`config.mk`:
```
export PLATFORM = sky130hd
export DESIGN_NAME = dram_refresh_seq
export DESIGN_NICKNAME = d
export VERILOG_FILES = /design/src/rtl/dram_rfsh_pkg.sv /design/src/rtl/rfsh_timer.sv /design/src/rtl/rfsh_credit.sv /design/src/rtl/rfsh_engine.sv /design/src/rtl/dram_refresh_seq.sv
export SDC_FILE = /design/constraint.sdc
export NUM_CORES = 1
export LEC_CHECK = 0
export ABC_AREA = 1
export BUFFER_PORTS_ARGS = -buffer_cell sky130_fd_sc_hd__buf_4
export CELL_PAD_IN_SITES_DETAIL_PLACEMENT = 1
export CELL_PAD_IN_SITES_GLOBAL_PLACEMENT = 1
export CORE_MARGIN = 4
export CORE_UTILIZATION = 45
export DETAILED_ROUTE_END_ITERATION = 8
export PLACE_DENSITY_LB_ADDON = 0.25
export REMOVE_ABC_BUFFERS = 1
export SLEW_MARGIN = 10
export SYNTH_ARGS = -nofsm -noshare
export SYNTH_HDL_FRONTEND = slang
export SYNTH_SLANG_ARGS = --single-unit
```
`constraint.sdc`:
```
create_clock -name clk -period 2.4 [get_ports clk]
set_clock_uncertainty 0.15 [all_clocks]
set_input_delay 0.48 -clock clk [delete_from_list [all_inputs] [get_ports clk]]
set_output_delay 0.48 -clock clk [all_outputs]
set_load 0.03 [all_outputs]
```
`src/rtl/dram_rfsh_pkg.sv`:
```
package dram_rfsh_pkg;

    typedef enum logic [2:0] {
        PH_IDLE,
        PH_LEAD,
        PH_HOLD,
        PH_ACTIVE,
        PH_PRE
    } rf_phase_e;

    typedef struct packed {
        logic ras_n;
        logic cas_n;
    } strobe_t;

    function automatic int unsigned width_for(input int unsigned v);
        int unsigned w;
        w = 1;
        while ((1 << w) <= v) w++;
        return w;
    endfunction

    function automatic int unsigned max4(input int unsigned a, input int unsigned b,
                                         input int unsigned c, input int unsigned d);
        int unsigned m;
        m = a;
        if (b > m) m = b;
        if (c > m) m = c;
        if (d > m) m = d;
        return m;
    endfunction

    function automatic strobe_t phase_strobes(input rf_phase_e ph, input logic column_first);
        strobe_t s;
        s.ras_n = 1'b1;
        s.cas_n = 1'b1;
        case (ph)
            PH_LEAD:   s.cas_n = !column_first;
            PH_HOLD: begin
                s.ras_n = 1'b0;
                s.cas_n = !column_first;
            end
            PH_ACTIVE: s.ras_n = 1'b0;
            default:   ;
        endcase
        return s;
    endfunction

endpackage

```
`src/rtl/rfsh_timer.sv`:
```
module rfsh_timer
    import dram_rfsh_pkg::*;
#(
    parameter int unsigned PAUSE_CYC    = 25000,
    parameter int unsigned INTERVAL_CYC = 1940
) (
    input  logic clk,
    input  logic rst,
    input  logic run_i,
    output logic pause_done_o,
    output logic tick_o
);
    localparam int unsigned PW = width_for(PAUSE_CYC);
    localparam int unsigned IW = width_for(INTERVAL_CYC);

    logic [PW-1:0] pause_cnt;
    logic [IW-1:0] ivl_cnt;

    always_ff @(posedge clk) begin
        if (rst) begin
            pause_cnt    <= '0;
            pause_done_o <= 1'b0;
        end else if (!pause_done_o) begin
            if (pause_cnt == PW'(PAUSE_CYC - 1)) pause_done_o <= 1'b1;
            else                                 pause_cnt    <= pause_cnt + 1'b1;
        end
    end

    assign tick_o = run_i && (ivl_cnt == IW'(INTERVAL_CYC - 1));

    always_ff @(posedge clk) begin
        if (rst || !run_i)  ivl_cnt <= '0;
        else if (tick_o)    ivl_cnt <= '0;
        else                ivl_cnt <= ivl_cnt + 1'b1;
    end

    AST_PAUSE_STAYS: assert property (@(posedge clk) disable iff (rst)
        pause_done_o |=> pause_done_o);
    AST_TICK_SPACED: assert property (@(posedge clk) disable iff (rst)
        (tick_o && INTERVAL_CYC > 1) |=> !tick_o);
endmodule

```
`src/rtl/rfsh_credit.sv`:
```
module rfsh_credit
    import dram_rfsh_pkg::*;
#(
    parameter int unsigned INIT_CYCLES = 8,
    parameter int unsigned PEND_MAX    = 3
) (
    input  logic clk,
    input  logic rst,
    input  logic pause_done_i,
    input  logic tick_i,
    input  logic done_i,
    output logic want_o,
    output logic ready_o
);
    localparam int unsigned NW = width_for(INIT_CYCLES);
    localparam int unsigned CW = width_for(PEND_MAX);

    logic [NW-1:0] init_left;
    logic [CW-1:0] pend;
    logic          init_busy;
    logic          pend_dec;

    assign init_busy = (init_left != '0);
    assign pend_dec  = done_i && !init_busy;
    assign ready_o   = pause_done_i && !init_busy;
    assign want_o    = pause_done_i && (init_busy || pend != '0);

    always_ff @(posedge clk) begin
        if (rst)                      init_left <= NW'(INIT_CYCLES);
        else if (done_i && init_busy) init_left <= init_left - 1'b1;
    end

    always_ff @(posedge clk) begin
        if (rst) begin
            pend <= '0;
        end else if (tick_i && !pend_dec) begin
            if (pend != CW'(PEND_MAX)) pend <= pend + 1'b1;
        end else if (pend_dec && !tick_i) begin
            pend <= pend - 1'b1;
        end
    end

    AST_PEND_SATURATES: assert property (@(posedge clk) disable iff (rst)
        (pend == CW'(PEND_MAX) && tick_i && !pend_dec) |=> (pend == CW'(PEND_MAX)));
    AST_READY_STAYS: assert property (@(posedge clk) disable iff (rst)
        ready_o |=> ready_o);
    AST_NO_CREDIT_BEFORE_READY: assert property (@(posedge clk) disable iff (rst)
        !ready_o |-> (pend == '0));
endmodule

```
`src/rtl/rfsh_engine.sv`:
```
module rfsh_engine
    import dram_rfsh_pkg::*;
#(
    parameter bit          COLUMN_FIRST = 1'b1,
    parameter int unsigned CAS_LINES    = 4,
    parameter int unsigned ROW_W        = 10,
    parameter int unsigned T_LEAD       = 2,
    parameter int unsigned T_CHR        = 2,
    parameter int unsigned T_RAS        = 7,
    parameter int unsigned T_RP         = 6
) (
    input  logic                 clk,
    input  logic                 rst,
    input  logic                 want_i,
    input  logic                 gnt_i,
    output logic                 req_o,
    output logic                 own_o,
    output logic                 done_o,
    output logic                 ras_n_o,
    output logic [CAS_LINES-1:0] cas_n_o,
    output logic                 we_n_o,
    output logic [ROW_W-1:0]     row_o
);
    localparam int unsigned DW = width_for(max4(T_LEAD, T_CHR, T_RAS, T_RP));

    rf_phase_e     ph;
    logic [DW-1:0] cnt;
    logic          start;
    logic          last;
    strobe_t       stb;

    assign req_o  = (ph == PH_IDLE) && want_i;
    assign start  = req_o && gnt_i;
    assign last   = (cnt == '0);
    assign done_o = (ph == PH_PRE) && last;
    assign own_o  = (ph != PH_IDLE);

    always_ff @(posedge clk) begin
        if (rst) begin
            ph  <= PH_IDLE;
            cnt <= '0;
        end else begin
            case (ph)
                PH_IDLE: if (start) begin
                    ph  <= PH_LEAD;
                    cnt <= DW'(T_LEAD - 1);
                end
                PH_LEAD: if (last) begin
                    ph  <= PH_HOLD;
                    cnt <= DW'(T_CHR - 1);
                end else cnt <= cnt - 1'b1;
                PH_HOLD: if (last) begin
                    ph  <= PH_ACTIVE;
                    cnt <= DW'(T_RAS - T_CHR - 1);
                end else cnt <= cnt - 1'b1;
                PH_ACTIVE: if (last) begin
                    ph  <= PH_PRE;
                    cnt <= DW'(T_RP - 1);
                end else cnt <= cnt - 1'b1;
                PH_PRE: if (last) ph <= PH_IDLE;
                        else      cnt <= cnt - 1'b1;
                default: ph <= PH_IDLE;
            endcase
        end
    end

    assign stb     = phase_strobes(ph, COLUMN_FIRST);
    assign ras_n_o = stb.ras_n;
    assign cas_n_o = {CAS_LINES{stb.cas_n}};
    assign we_n_o  = 1'b1;

    generate
        if (COLUMN_FIRST) begin : g_colfirst
            assign row_o = '0;

            AST_CAS_LEADS_RAS: assert property (@(posedge clk) disable iff (rst)
                $fell(ras_n_o) |-> (cas_n_o == '0));
            AST_CAS_RISES_UNDER_RAS: assert property (@(posedge clk) disable iff (rst)
                $rose(cas_n_o[0]) |-> !ras_n_o);
        end else begin : g_rowonly
            logic [ROW_W-1:0] row_q;

            always_ff @(posedge clk) begin
                if (rst)         row_q <= '0;
                else if (done_o) row_q <= row_q + 1'b1;
            end
            assign row_o = row_q;

            AST_ROW_ADVANCES: assert property (@(posedge clk) disable iff (rst)
                done_o |=> (row_o == $past(row_o) + 1'b1));
            AST_ROW_STEADY_IN_CYCLE: assert property (@(posedge clk) disable iff (rst)
                (!ras_n_o && !$fell(ras_n_o)) |-> $stable(row_o));
        end
    endgenerate

    AST_WAIT_FOR_GNT: assert property (@(posedge clk) disable iff (rst)
        (ph == PH_IDLE && !gnt_i) |=> (ph == PH_IDLE));
    AST_RAS_AFTER_LEAD: assert property (@(posedge clk) disable iff (rst)
        $fell(ras_n_o) |-> ($past(ph) == PH_LEAD));
endmodule

```
`src/rtl/dram_refresh_seq.sv`:
```
module dram_refresh_seq
    import dram_rfsh_pkg::*;
#(
    parameter bit          COLUMN_FIRST = 1'b1,
    parameter int unsigned CAS_LINES    = 4,
    parameter int unsigned ROW_W        = 10,
    parameter int unsigned PAUSE_CYC    = 25000,
    parameter int unsigned INTERVAL_CYC = 1940,
    parameter int unsigned INIT_CYCLES  = 8,
    parameter int unsigned PEND_MAX     = 3,
    parameter int unsigned T_LEAD       = 2,
    parameter int unsigned T_CHR        = 2,
    parameter int unsigned T_RAS        = 7,
    parameter int unsigned T_RP         = 6
) (
    input  logic                 clk,
    input  logic                 rst,
    input  logic                 rfsh_gnt,
    output logic                 rfsh_req,
    output logic                 bus_own,
    output logic                 ready,
    output logic                 mem_ras_n,
    output logic [CAS_LINES-1:0] mem_cas_n,
    output logic                 mem_we_n,
    output logic [ROW_W-1:0]     row_addr
);
    logic pause_done;
    logic tick;
    logic want;
    logic done;

    rfsh_timer #(
        .PAUSE_CYC    (PAUSE_CYC),
        .INTERVAL_CYC (INTERVAL_CYC)
    ) timer_i (
        .clk          (clk),
        .rst          (rst),
        .run_i        (ready),
        .pause_done_o (pause_done),
        .tick_o       (tick)
    );

    rfsh_credit #(
        .INIT_CYCLES (INIT_CYCLES),
        .PEND_MAX    (PEND_MAX)
    ) credit_i (
        .clk          (clk),
        .rst          (rst),
        .pause_done_i (pause_done),
        .tick_i       (tick),
        .done_i       (done),
        .want_o       (want),
        .ready_o      (ready)
    );

    rfsh_engine #(
        .COLUMN_FIRST (COLUMN_FIRST),
        .CAS_LINES    (CAS_LINES),
        .ROW_W        (ROW_W),
        .T_LEAD       (T_LEAD),
        .T_CHR        (T_CHR),
        .T_RAS        (T_RAS),
        .T_RP         (T_RP)
    ) engine_i (
        .clk     (clk),
        .rst     (rst),
        .want_i  (want),
        .gnt_i   (rfsh_gnt),
        .req_o   (rfsh_req),
        .own_o   (bus_own),
        .done_o  (done),
        .ras_n_o (mem_ras_n),
        .cas_n_o (mem_cas_n),
        .we_n_o  (mem_we_n),
        .row_o   (row_addr)
    );
endmodule

```
==> reports/metrics.cfg, run 1 <==
[cts]
postCtsSetupRepairBufs = 0
clk_root_buffer_cell = sky130_fd_sc_hd__clkbuf_8
cts_repair_resize_count = 0
worstSkewPairLatency_ns = 0.29
cts_htree_levels = 2
cts_max_path_buffers = 2
cts-hold-fix-buffers = 0
tritoncts = yes
cts_inserted_buffers = 5
cts_num_sinks = 39
clk_pin_slew_worst_paths_ns = 0.08

[sta]
hold-worst-slack_ns = 0.308
grt_setup_unrepaired = false
final.setup.tns_ns = 0
final_period_minus_worst_setup_slack_ns = 2.06
timing.final.max_slew_violations = 0
setup_viol = 0
max_clock_freq_mhz = 485
final_hold_viol_count = 0
layout_worst_path_cycle_share_pct = 85.9

[detailed_routing]
number_of_design_rule_violations_left_after_detail_routing = 0
route.vias.total = 2097
vias_per_cell = 4.93
dr.pass1.iters = 4
detail_route.wirelength_mm = 5.19
antenna_left = 0
routedWlPerCell_um = 12.2
detailedRoute.firstIterationViolations = 32

[worst_setup_path]
max_stage_delay_ns = 0.34
crit_path_max_fanout = 4
worstPathBufferInverterCount = 2
worst-setup-path-type = reg2out
start_kind = flip-flop
critical-path-top-delay-family = flip-flops
worstSetupEndpointType = output pin
worstSetupStartpoint = credit_i.init_left[0]
crit_chain = inv_1 > ha_1 > nand2_2 > nor2_1 > buf_4
crit_slowest_cell = sky130_fd_sc_hd__dfxtp_1
reg2reg_from = timer_i.pause_cnt[0]
worst_ep_required_time_ns = 1.77
cp_data_arrival_time_ns = 1.43

[floorplanning]
io_pins = 22
coreArea_um2 = 5070
placementRows = 26
die-area_um2 = 6460
initial_util_pct = 46.4
die_h_um = 80.4
floorplan.die.width_um = 80.4

[logic_synthesis]
post_synth_inst_count = 349
synth-seq-area-share_pct = 33.1
synth_area_per_cell_um2 = 6.75
post_synth_num_cell_types = 31
postSynthRegisterBits = 39
count_of_yosys_warnings_during_synthesis = 0
synth_edf_count = 0
netlist_area_um2 = 2360
postSynth.asyncResetShare_pct = 0
ys_flop_type = sky130_fd_sc_hd__dfxtp_1

[final_layout]
area_growth_syn_to_layout_pct = 5.79
n_antenna_cell = 0
fin_nets = 364
fraction_of_final_layout_cells_sized_beyond_drive_strength_1_pct = 11.5

[outcome]
run_status = finished clean

[power]
leakage_power_of_the_design_nw = 0.912
power_density_nw_per_um2 = 808
max-vdd-ir-drop_mv = 0.637

[placement]
numPortBuffers = 10
routability_congestion_estimate_from_global_placement = 0.776
final_hpwl_from_detailed_placement_mm = 3.97

[global_routing]
global_route_wire_length_before_repair_mm = 9.46
grt_max_degree = 24
via_count_of_the_first_global_routing_pass = 2166
global_route.usage.total_pct = 18.2
global_route.overflow_total = 0
antenna_found_initial = 0

[min_path]
min_from = timer_i.ivl_cnt[0]
hold_class = reg2reg

[job]
maxCapViolations = 0

[cells in the final DEF (no fill, tap or decap), drive strengths merged, types with 2 or more instances in the layout]
cell type  synthesis  routed
o211ai             2       2
nand2             93      93
nor3b              3       3
dfxtp             39      39
nor2              51      51
o21ai              7       7
nand3             27      27
xnor2              2       2
conb               2      11
nand4             10      10
clkbuf             2       6
nor3               5       5
ha                 6       6
buf               18      10
inv               43      43
a21oi             26      26
xor2              10      10
[logic make-up (layout without fill, tap and decap cells)]
group,count (synthesis),count (layout),synth area share (%)
XOR/XNOR,12,12,4.46
AO/OA/AOI/OAI,38,38,8.60
AND/OR/NAND/NOR,189,189,37.1
adder cells (fa/ha/maj),6,6,3.19
flip-flops,39,39,33.1
buffers and inverters,63,60,13.2
other,2,11,0.319
[synthesized netlist by cell type, types with 3 or more instances]
cell / instances / area share (%)
sky130_fd_sc_hd__nor3_2: 3 / 1.3
sky130_fd_sc_hd__nand3_1: 26 / 5.5
sky130_fd_sc_hd__nor2_1: 42 / 6.7
sky130_fd_sc_hd__nand2_1: 85 / 14
sky130_fd_sc_hd__nand4_1: 10 / 2.7
sky130_fd_sc_hd__o21ai_1: 3 / 0.64
sky130_fd_sc_hd__a21oi_1: 26 / 5.5
sky130_fd_sc_hd__buf_4: 15 / 4.8
sky130_fd_sc_hd__nor2_2: 7 / 1.9
sky130_fd_sc_hd__nand2_4: 3 / 1.4
sky130_fd_sc_hd__ha_1: 6 / 3.2
sky130_fd_sc_hd__inv_1: 40 / 6.4
sky130_fd_sc_hd__dfxtp_1: 39 / 33
sky130_fd_sc_hd__nand2_2: 5 / 1.3
sky130_fd_sc_hd__o21ai_0: 4 / 0.85
sky130_fd_sc_hd__nor3b_1: 3 / 0.96
sky130_fd_sc_hd__xor2_1: 10 / 3.7
[metal layers]
metal  global-route usage [%]  up-vias  share of wire [%]
met1                     22.1      977                 47
li1                         -     1093                  -
met5                        0        -                  0
met2                     32.9       22                 49
met4                     4.56        0                1.0
met3                     3.36        5                2.9
[flip-flops by register name, summed over array words and instances (netlist names)]
name / flops
engine_i.cnt: 3
timer_i.pause_done_o: 1
credit_i.init_left: 4
timer_i.ivl_cnt: 11
credit_i.pend: 2
timer_i.pause_cnt: 15
engine_i.ph: 3
[per-stage QoR]
step | power [mW] | util, % | cell area, um^2 | std cells | setup WS (ns)
after floorplan | 1.38 | - | 2240 | 338 | 0.369
after global placement | 1.56 | 47.4 | 2400 | 418 | 0.701
after detailed placement | 1.58 | 47.4 | 2400 | 418 | 0.654
after CTS | 2.04 | 49.1 | 2490 | 425 | 0.321
after global routing | 2.17 | 49.1 | 2490 | 425 | 0.206
final | 2.01 | 49.1 | 2490 | 425 | 0.338
[area by class of cell]
type | instances | area, um^2
fill | 715 | 2580
inverter | 43 | 164
clock inverter | 1 | 5.00
sequential | 39 | 781
multi-input combinational | 256 | 1300
tap | 70 | 87.6
clock buffer | 6 | 82.6
timing repair buffer | 10 | 75.1
[final timing paths]
path	end	slack, ns	cells past startpoint
max	ready	0.34	5
min	timer_i.ivl_cnt[0]	0.31	1
max reg2reg	timer_i.pause_cnt[4]	0.67	8
min reg2reg	timer_i.ivl_cnt[0]	0.31	1
[power breakdown]
part	switching (mW)	leakage (nW)	total (mW)	internal, mW
Combinational	0.533	0.549	0.791	0.257
Sequential	0.0637	0.316	0.770	0.706
Clock	0.227	0.0470	0.452	0.226
No activity file was read; power rests on OpenSTA's default activity.
==> run 2, diff against run 1 <==
RECOVER_POWER = 100   (was unset)
==> reports/metrics.cfg, run 2 (synthesis gave the netlist of run 1 again) <==
[global_routing]
global_route_wire_length_before_repair_mm = 9.46  ; unchanged
antenna_found_initial = 0  ; unchanged
grt_max_degree = 24  ; unchanged
global_route.overflow_total = 0  ; unchanged
via_count_of_the_first_global_routing_pass = 2166  ; unchanged
global_route.usage.total_pct = 18.2  ; unchanged

[floorplanning]
floorplan.die.width_um = 80.4  ; unchanged
die-area_um2 = 6460  ; unchanged
io_pins = 22  ; unchanged
placementRows = 26  ; unchanged
die_h_um = 80.4  ; unchanged
initial_util_pct = 46.4  ; unchanged
coreArea_um2 = 5070  ; unchanged

[job]
maxCapViolations = 0  ; unchanged

[worst_setup_path]
cp_data_arrival_time_ns = 1.48  ; was 1.43 ns
worst_ep_required_time_ns = 1.77  ; about the same
start_kind = flip-flop  ; unchanged
worstSetupEndpointType = output pin  ; unchanged
worst-setup-path-type = reg2out  ; unchanged
ff2ff_path_depth = 8  ; unchanged
crit_path_max_fanout = 6  ; was 4

[detailed_routing]
detailedRoute.firstIterationViolations = 26  ; was 32
vias_per_cell = 4.92  ; was 4.93
dr.pass1.iters = 4  ; unchanged
number_of_design_rule_violations_left_after_detail_routing = 0  ; unchanged
route.vias.total = 2092  ; was 2097
detail_route.wirelength_mm = 5.19  ; about the same
antenna_left = 0  ; unchanged
routedWlPerCell_um = 12.2  ; about the same

[sta]
setup_viol = 0  ; unchanged
timing.final.ws_setup_ns = 0.291  ; was 0.338 ns
final.setup.tns_ns = 0  ; unchanged
layout_worst_path_cycle_share_pct = 87.9  ; was 85.9%
slew-limit-headroom_pct = 60.2
worstMarginPinSlew_ns = 0.595
hold-worst-slack_ns = 0.307  ; was 0.308 ns
final_hold_viol_count = 0  ; unchanged
max_clock_freq_mhz = 474  ; was 485 MHz
final_period_minus_worst_setup_slack_ns = 2.11  ; was 2.06 ns
timing.final.max_slew_violations = 0  ; unchanged
grt_setup_unrepaired = false  ; unchanged

[final_layout]
n_antenna_cell = 0  ; unchanged
ff_latch_area_um2 = 781  ; unchanged
biggestRegsByFlops = timer_i.pause_cnt x15, timer_i.ivl_cnt x11, credit_i.init_left x4  ; unchanged
layout_commonest_cell = sky130_fd_sc_hd__nand2_1  ; unchanged
final_core_util_pct = 48.2  ; was 49.1%
final.fill_count = 717  ; was 715
multi_input_comb_area_um2 = 1270  ; was 1300 um^2
finalNonFillerCells = 425  ; unchanged
area_growth_syn_to_layout_pct = 3.77  ; was 5.79%
fin_nets = 364  ; unchanged
registers.top_by_ff_count = timer_i.pause_cnt  ; unchanged
most-common-layout-cells = 88 x sky130_fd_sc_hd__nand2_1, 45 x sky130_fd_sc_hd__nor2_1, 40 x sky130_fd_sc_hd__inv_1, 39 x sky130_fd_sc_hd__dfxtp_1  ; was 85 x sky130_fd_sc_hd__nand2_1, 42 x sky130_fd_sc_hd__nor2_1, 40 x sky130_fd_sc_hd__inv_1, 39 x sky130_fd_sc_hd__dfxtp_1
largest_register_ffs = 15  ; unchanged
final_area_um2 = 2440  ; was 2490 um^2
fraction_of_final_layout_cells_sized_beyond_drive_strength_1_pct = 9.01  ; was 11.5%

[cts]
postCtsSetupRepairBufs = 0  ; unchanged
cts_repair_resize_count = 0  ; unchanged
cts-hold-fix-buffers = 0  ; unchanged
worstSkewPairLatency_ns = 0.29  ; about the same
clk_pin_slew_worst_paths_ns = 0.08  ; about the same
cts_inserted_buffers = 5  ; unchanged
clk_root_buffer_cell = sky130_fd_sc_hd__clkbuf_8  ; unchanged
cts_num_sinks = 39  ; unchanged
tritoncts = yes  ; unchanged
cts_htree_levels = 2  ; unchanged
cts_max_path_buffers = 2  ; unchanged

[placement]
place_inst = 418  ; unchanged
final_hpwl_from_detailed_placement_mm = 3.97  ; unchanged
dp_slack_ns = 0.654  ; unchanged
routability_congestion_estimate_from_global_placement = 0.776  ; unchanged
placement.cell_area_um2 = 2400  ; unchanged
numPortBuffers = 10  ; unchanged

[min_path]
hold_class = reg2reg  ; unchanged
hold_depth = 1  ; unchanged

[power]
power_density_nw_per_um2 = 801  ; was 808 nW/um^2
leakage_power_of_the_design_nw = 0.899  ; was 0.912 nW
max-vdd-ir-drop_mv = 0.612  ; was 0.637 mV
power_mw = 1.96  ; was 2.01 mW

[outcome]
run_status = finished clean  ; unchanged

run 2: critical path, cell delays in order, from the launching register on:
cell,delay (ns)
sky130_fd_sc_hd__dfxtp_1,0.45
sky130_fd_sc_hd__inv_2,0.07
sky130_fd_sc_hd__nand2_1,0.13
sky130_fd_sc_hd__nor2_1,0.07
sky130_fd_sc_hd__inv_1,0.05
sky130_fd_sc_hd__nand2_1,0.06
sky130_fd_sc_hd__inv_1,0.05
sky130_fd_sc_hd__clkbuf_1,0.30
run 2: metal layers:
| metal | wire length, um | track usage, % | vias up |
|---|---|---|---|
| li1 | - | - | 1092 |
| met1 | 2460 | 22.1 | 975 |
| met2 | 2530 | 32.9 | 20 |
| met3 | 149 | 3.36 | 5 |
| met4 | 54 | 4.56 | 0 |
| met5 | 0 | 0 | - |
run 2: final timing paths:
check,endpoint,slack [ns],startpoint
worst max-delay path,mem_ras_n,0.29,engine_i.ph[2]
worst min-delay path,timer_i.ivl_cnt[0],0.31,timer_i.ivl_cnt[0]
worst max register to register,timer_i.pause_cnt[4],0.35,timer_i.pause_cnt[0]
worst min register to register,timer_i.ivl_cnt[0],0.31,timer_i.ivl_cnt[0]
run 2: where the power goes:
part | internal [mW] | switching, mW
combinational | 0.220 | 0.519
clock | 0.226 | 0.227
sequential | 0.706 | 0.0618
run 2: layout make-up:
cell class                 instances  area share, %
timing repair buffer              10           2.35
inverter                          43           6.70
multi-input combinational        256           51.8
clock inverter                     1          0.205
sequential                        39           31.9
tap                               70           3.58
clock buffer                       6           3.38
